[config.mk]
export PLATFORM = sky130hd
export DESIGN_NAME = odsx_tx
export DESIGN_NICKNAME = d
export VERILOG_FILES = /design/src/rtl/odsx_pkg.sv /design/src/rtl/odsx_bitclk.sv /design/src/rtl/odsx_hold.sv /design/src/rtl/odsx_shift.sv /design/src/rtl/odsx_tx.sv
export SDC_FILE = /design/constraint.sdc
export NUM_CORES = 1
export LEC_CHECK = 0
export ABC_AREA = 1
export BUFFER_PORTS_ARGS = -buffer_cell sky130_fd_sc_hd__buf_2
export CELL_PAD_IN_SITES_DETAIL_PLACEMENT = 0
export CELL_PAD_IN_SITES_GLOBAL_PLACEMENT = 1
export CORE_MARGIN = 8
export CORE_UTILIZATION = 43
export CTS_BUF_LIST = sky130_fd_sc_hd__clkbuf_16
export CTS_CLUSTER_DIAMETER = 50
export DETAILED_ROUTE_END_ITERATION = 6
export GPL_ROUTABILITY_DRIVEN = 0
export HOLD_SLACK_MARGIN = 0.15
export PLACE_DENSITY_LB_ADDON = 0.05
export SYNTH_ARGS = -nofsm -noshare
export SYNTH_HDL_FRONTEND = slang
export SYNTH_SLANG_ARGS = --single-unit
export TNS_END_PERCENT = 30
[constraint.sdc]
create_clock -name clk -period 2.1 [get_ports clk]
set_input_delay 0.315 -clock clk [delete_from_list [all_inputs] [get_ports clk]]
set_output_delay 0.315 -clock clk [all_outputs]
set_load 0.01 [all_outputs]
[src/rtl/odsx_pkg.sv]
package odsx_pkg;

  typedef enum logic [1:0] {
    ST_IDLE  = 2'd0,
    ST_SHIFT = 2'd1,
    ST_GAP   = 2'd2
  } tx_state_t;

  // word length in bits for a length selector
  function automatic logic [4:0] wlen_bits(input logic [1:0] sel);
    logic [4:0] n;
    case (sel)
      2'b00:   n = 5'd8;
      2'b01:   n = 5'd12;
      2'b10:   n = 5'd16;
      default: n = 5'd24;
    endcase
    return n;
  endfunction

endpackage

[src/rtl/odsx_bitclk.sv]
module odsx_bitclk #(
  parameter int unsigned DIV_W = 8
) (
  input  logic             clk,
  input  logic             rst_n,
  input  logic [DIV_W-1:0] div,
  output logic             phase,
  output logic             rise,
  output logic             fall
);

  logic [DIV_W-1:0] cnt_q, cnt_d;
  logic             ph_q, ph_d;
  logic             tick;

  assign tick = (cnt_q >= div);
  assign rise = tick & ~ph_q;
  assign fall = tick & ph_q;
  assign phase = ph_q;

  always_comb begin
    cnt_d = cnt_q + 1'b1;
    ph_d  = ph_q;
    if (tick) begin
      cnt_d = '0;
      ph_d  = ~ph_q;
    end
  end

  always_ff @(posedge clk or negedge rst_n) begin
    if (!rst_n) begin
      cnt_q <= '0;
      ph_q  <= 1'b0;
    end else begin
      cnt_q <= cnt_d;
      ph_q  <= ph_d;
    end
  end

  // phase only moves on a divider terminal count
  p_phase_hold_r3: assert property (@(posedge clk) disable iff (!rst_n)
    !tick |=> $stable(ph_q));

endmodule

[src/rtl/odsx_hold.sv]
module odsx_hold #(
  parameter int unsigned WORD_W = 24
) (
  input  logic              clk,
  input  logic              rst_n,
  input  logic              wr_en,
  input  logic [WORD_W-1:0] wr_data,
  input  logic              take,
  output logic [WORD_W-1:0] hold_data,
  output logic              hold_full,
  output logic              wr_collision
);

  logic [WORD_W-1:0] data_q, data_d;
  logic              full_q, full_d;
  logic              coll_q, coll_d;
  logic              accept;

  assign accept = wr_en & ~full_q;

  always_comb begin
    data_d = data_q;
    full_d = full_q;
    coll_d = coll_q | (wr_en & full_q);
    if (take)   full_d = 1'b0;
    if (accept) begin
      data_d = wr_data;
      full_d = 1'b1;
    end
  end

  always_ff @(posedge clk or negedge rst_n) begin
    if (!rst_n) begin
      data_q <= '0;
      full_q <= 1'b0;
      coll_q <= 1'b0;
    end else begin
      if (accept) data_q <= data_d;
      full_q <= full_d;
      coll_q <= coll_d;
    end
  end

  assign hold_data    = data_q;
  assign hold_full    = full_q;
  assign wr_collision = coll_q;

  p_collide_r10: assert property (@(posedge clk) disable iff (!rst_n)
    (wr_en && full_q) |=> wr_collision);
  p_sticky_r10: assert property (@(posedge clk) disable iff (!rst_n)
    wr_collision |=> wr_collision);
  p_ignored_r10: assert property (@(posedge clk) disable iff (!rst_n)
    (wr_en && full_q) |=> $stable(data_q));

endmodule

[src/rtl/odsx_shift.sv]
module odsx_shift
  import odsx_pkg::*;
#(
  parameter int unsigned WORD_W = 24
) (
  input  logic              clk,
  input  logic              rst_n,
  input  logic              rise,
  input  logic [1:0]        wsel,
  input  logic              hold_full,
  input  logic [WORD_W-1:0] hold_data,
  output logic              take,
  output logic              active,
  output logic              sdata,
  output logic              fsync
);

  tx_state_t         st_q, st_d;
  logic [4:0]        bits_q, bits_d;
  logic              gap_q, gap_d;
  logic [WORD_W-1:0] sr_q, sr_d;
  logic              sd_q, sd_d;
  logic              fs_q, fs_d;
  logic              act_q, act_d;
  logic              start;
  logic [4:0]        wl;
  logic [WORD_W-1:0] aligned;

  assign wl      = wlen_bits(wsel);
  assign aligned = hold_data << (5'(WORD_W) - wl);

  always_comb begin
    st_d   = st_q;
    bits_d = bits_q;
    gap_d  = gap_q;
    sr_d   = sr_q;
    sd_d   = sd_q;
    fs_d   = fs_q;
    act_d  = act_q;
    start  = 1'b0;
    if (rise) begin
      case (st_q)
        ST_IDLE: start = hold_full;
        ST_SHIFT: begin
          fs_d = 1'b0;
          if (bits_q == 5'd0) begin
            st_d  = ST_GAP;
            gap_d = 1'b0;
            sd_d  = 1'b0;
            act_d = 1'b0;
          end else begin
            sr_d   = sr_q << 1;
            sd_d   = sr_q[WORD_W-2];
            bits_d = bits_q - 5'd1;
          end
        end
        ST_GAP: begin
          if (!gap_q) begin
            gap_d = 1'b1;
          end else begin
            start = hold_full;
            if (!hold_full) st_d = ST_IDLE;
          end
        end
        default: st_d = ST_IDLE;
      endcase
      if (start) begin
        st_d   = ST_SHIFT;
        sr_d   = aligned;
        sd_d   = aligned[WORD_W-1];
        bits_d = wl - 5'd1;
        fs_d   = 1'b1;
        act_d  = 1'b1;
      end
    end
  end

  always_ff @(posedge clk or negedge rst_n) begin
    if (!rst_n) begin
      st_q   <= ST_IDLE;
      bits_q <= '0;
      gap_q  <= 1'b0;
      sr_q   <= '0;
      sd_q   <= 1'b0;
      fs_q   <= 1'b0;
      act_q  <= 1'b0;
    end else if (rise) begin
      st_q   <= st_d;
      bits_q <= bits_d;
      gap_q  <= gap_d;
      sr_q   <= sr_d;
      sd_q   <= sd_d;
      fs_q   <= fs_d;
      act_q  <= act_d;
    end
  end

  assign take   = start;
  assign active = act_q;
  assign sdata  = sd_q;
  assign fsync  = fs_q;

  p_idle_low_r11: assert property (@(posedge clk) disable iff (!rst_n)
    (st_q != ST_SHIFT) |-> (!sd_q && !fs_q));
  p_fs_one_bit_r6: assert property (@(posedge clk) disable iff (!rst_n)
    (fs_q && rise) |=> !fs_q);
  p_gap_hold_r8: assert property (@(posedge clk) disable iff (!rst_n)
    (st_q == ST_GAP && !gap_q) |-> !take);

endmodule

[src/rtl/odsx_tx.sv]
module odsx_tx #(
  parameter int unsigned DIV_W  = 8,
  parameter int unsigned WORD_W = 24
) (
  input  logic              clk,
  input  logic              rst_n,
  input  logic              cfg_gated,
  input  logic [1:0]        cfg_wsel,
  input  logic [DIV_W-1:0]  cfg_div,
  input  logic              wr_en,
  input  logic [WORD_W-1:0] wr_data,
  output logic              tx_empty,
  output logic              wr_collision,
  output logic              sclk,
  output logic              sdata,
  output logic              fsync
);

  logic              phase, rise, fall;
  logic              take, active, hold_full;
  logic [WORD_W-1:0] hold_data;

  odsx_bitclk #(.DIV_W(DIV_W)) u_clk (
    .clk   (clk),
    .rst_n (rst_n),
    .div   (cfg_div),
    .phase (phase),
    .rise  (rise),
    .fall  (fall)
  );

  odsx_hold #(.WORD_W(WORD_W)) u_hold (
    .clk          (clk),
    .rst_n        (rst_n),
    .wr_en        (wr_en),
    .wr_data      (wr_data),
    .take         (take),
    .hold_data    (hold_data),
    .hold_full    (hold_full),
    .wr_collision (wr_collision)
  );

  odsx_shift #(.WORD_W(WORD_W)) u_shift (
    .clk       (clk),
    .rst_n     (rst_n),
    .rise      (rise),
    .wsel      (cfg_wsel),
    .hold_full (hold_full),
    .hold_data (hold_data),
    .take      (take),
    .active    (active),
    .sdata     (sdata),
    .fsync     (fsync)
  );

  assign tx_empty = ~hold_full;
  assign sclk     = phase & (active | ~cfg_gated);

  p_gated_quiet_r7: assert property (@(posedge clk) disable iff (!rst_n)
    (cfg_gated && !active) |-> !sclk);
  p_empty_on_take_r9: assert property (@(posedge clk) disable iff (!rst_n)
    take |=> tx_empty);
  p_no_clk_edge_off_r3: assert property (@(posedge clk) disable iff (!rst_n)
    (!cfg_gated && !fall) |=> !$fell(sclk));

endmodule

==> flow_summary_export.csv <==
group,metric,value,unit
die,core,0.00902,mm2
die,start_util,43.5,%
worst_setup_path,critPathMaxStageDelay,0.40,ns
worst_setup_path,crit_fanout,7,
sta,min_period_over_period,85.2,%
route,detail-route-antenna-nets,0,
flow_run,cap_violations,0,
synth,synth.most_common_cell,"nand2_1",
layout,area_growth,17.6,%
synth,yosys.area.top_type_share,44.0,%
synth,ys_warn_count,0,
synth,yosys-top-cells-count,"nand2_1, dfrtp_1, inv_1",
layout,n_fill_cell,938,
sta,whs,0.214,ns
worst_setup_path,path_class,"register to register",
synth,synth_area_per_cell,7.42,um2
route,wl_per_cell,14.2,um
sta,hold_viol_final,0,
worst_setup_path,reg2reg_from,"u_clk.cnt_q[3]$_DFF_PN0_",
worst_setup_path,crit_path_frequent_cell,"nand2_1",
worst_setup_path,slowest_stage,"dfrtp_1",
power_and_ir_drop,switching_share,40.3,%
clock_tree,numClockSinks,69,
worst_setup_path,critPathArrivalTime,2.05,ns
min_path,hold_path.class,"input port to register",
die,num_rows,35,
grt,grt_usage,16.5,%
sta,timing.final.crit_period,1.79,ns
worst_setup_path,crit_family,"simple AND/OR/NAND/NOR gates",
power_and_ir_drop,switchingPower,0.00257,W
sta,rsz0062_at_grt,"false",
synth,synth_edf_count,0,
placed_design,placed_area,0.00430,mm2
grt,grt_pass1_vias,3566,
placed_design,hpwlAfterDp,6790,um
power_and_ir_drop,p_leak,2.44,nW
grt,grt_pass1_wl,17100,um
die,io-pin-count,43,
synth,yosysTopAreaCell,"dfrtp_1",
route,first_pass_iters,4,
sta,clock_skew,0.00796,ns
worst_setup_path,worst_setup_path_end_kind,"register",
worst_setup_path,path_cells,"ha_1 > nand2_1 > nor2_1 > nor2_1 > nand2_1 > nand2_1 > nand2_1 > nand2_1 > nor2_4 > buf_4 > nand2_1 > nand2_1",
power_and_ir_drop,combPwrFrac,41.7,%
power_and_ir_drop,powerDensity,1380,mW/mm2
route,via_count,3491,
layout,diodes,0,
worst_setup_path,startpoint,"u_clk.cnt_q[3]$_DFF_PN0_",
die,dieWidth,111,um
clock_tree,cts_htree_levels,3,
clock_tree,cts_buffers,9,
power_and_ir_drop,pwr-share-clk,22.8,%
worst_setup_path,start_kind,"register",
synth,synth-main-ff-cell,"dfrtp_1",
sta,tightest_slew,0.450,ns
route,drtIter0Drc,207,
layout,fin_nets,624,
synth,synth.distinct_cells,31,
synth,seq_area_frac_synth,44.0,%
synth,synth_nets,580,
clock_tree,ctsResizeCount,0,
power_and_ir_drop,internal_power,0.00381,W
power_and_ir_drop,ir_drop,0.000546,V
placed_design,pre_cts_ws,0.134,ns
clock_tree,clk_latency,0.33,ns
grt,antenna_found_initial,0,
sta,drv_slew,0,
sta,setup_viol,0,
grt,grt_remaining_overflow,0,
clock_tree,cts_tree,"yes",
power_and_ir_drop,p_seq_share,35.5,%
synth,synthArstFlopShare,100,%
clock_tree,root_buffer,"clkbuf_16",
synth,synth_cells,528,
die,die_y,111,um
synth,synthTopCellsByArea,"dfrtp_1, nand2_1, inv_1, a21oi_1, ha_1",
outcome,status,"complete, no violations",
route,viasPerCell,5.07,
route,drc_errors,0,
layout,finalInstanceArea,0.00461,mm2
min_path,worstHoldStart,"wr_data[23]",
placed_design,io_buffers,42,
worst_setup_path,cp_num_buf_inv,1,
sta,finalSetupTns,0,ns
route,wl,9780,um
sta,relSlewSlack,69.7,%
clock_tree,clock_path_buffers,2,
sta,setup_ws,0.311,ns
synth,ys_ff_latch,69,
sta,clock.fmax,559,MHz
die,die-area,0.0124,mm2
layout,drive_above_1_share,15.6,%
clock_tree,path_clk_slew,0.06,ns
worst_setup_path,required,2.36,ns
power_and_ir_drop,power,0.00638,W
synth,syn_area,0.00392,mm2
grt,grt_max_degree,70,
[flip-flops by register name, indices dropped and copies added, names as in the netlist, 2 cells and up]
register and flops:
u_clk.cnt_q 8, u_hold.hold_data 24, u_shift.bits_q 5, u_shift.sr_q 23, u_shift.st_q 2
[repair_timing]
| action | 4_1_cts | 5_1_grt |
|---|---|---|
| endpoints found under the setup margin | 0 | 17 |
| hold buffers | 1 | 0 |
| buffers inserted | 0 | 2 |
| hold endpoints to repair | 69 | 0 |
[layout by cell type (no fill, tap or decap), drive strengths merged, types with 3 or more instances in the layout]
| cell type | synthesis | routed |
|---|---|---|
| a21oi | 35 | 35 |
| nor2 | 50 | 50 |
| mux2 | 10 | 10 |
| nor3 | 4 | 4 |
| ha | 14 | 14 |
| nand2 | 185 | 185 |
| inv | 51 | 53 |
| clkbuf | 13 | 9 |
| dfrtp | 69 | 69 |
| clkinv | 0 | 3 |
| a22oi | 6 | 6 |
| o21ai | 39 | 39 |
| nand3 | 26 | 26 |
| nor3b | 3 | 3 |
| buf | 11 | 56 |
[cells by family after synthesis]
| logic type | share of synthesized area [%] |
|---|---|
| AO/OA/AOI/OAI | 11.5 |
| XOR/XNOR | 0.894 |
| adder cells (fa/ha/maj) | 4.47 |
| buffers and inverters | 7.76 |
| flip-flops | 44.0 |
| multiplexers | 2.87 |
| AND/OR/NAND/NOR | 28.4 |
[per-stage QoR]
step,std cells,util (%)
after detailed placement,669,47.7
after global placement,669,47.7
after CTS,686,50.9
after floorplan,528,-
final,688,51.1
after global routing,688,51.1
[path summary, 6_finish.rpt]
| kind | endpoint | slack, ns | cells after the start |
|---|---|---|---|
| min | u_hold.hold_data[23]$_DFFE_PN0P_ | 0.21 | 2 |
| max reg2reg | u_shift.sr_q[9]$_DFFE_PN0P_ | 0.31 | 12 |
| min in group asynchronous | u_clk.cnt_q[3]$_DFF_PN0_ | 0.54 | 3 |
| max | u_shift.sr_q[9]$_DFFE_PN0P_ | 0.31 | 12 |
| min reg2reg | u_hold.wr_collision$_DFF_PN0_ | 0.45 | 1 |
| max in group asynchronous | u_shift.fsync$_DFFE_PN0P_ | 1.24 | 3 |
[metal layers]
layer	GRT usage, %	up-vias	part of all wire [%]
li1	-	1767	-
met1	20.0	1646	46
met2	28.1	67	49
met3	3.39	11	3.7
met4	6.13	0	1.4
met5	0	-	0
[layout make-up]
cell class	instances	area [um2]	share of cell area, %
Inverter	51	194	4.21
Sequential cell	69	1730	37.5
Multi-Input combinational cell	384	1890	41.0
Tap cell	111	139	3.01
Clock inverter	7	58.8	1.28
Timing Repair Buffer	57	375	8.15
Clock buffer	9	225	4.89
[power groups by stage]
stage	Clock [W]	Sequential (W)	Combinational (W)
floorplan	0	0.00219	0.00200
global placement	0	0.00227	0.00264
detailed placement	0	0.00229	0.00268
CTS	0.00149	0.00227	0.00270
global route	0.00155	0.00234	0.00308
finish	0.00146	0.00226	0.00266
Power figures use the tool's default switching activity.
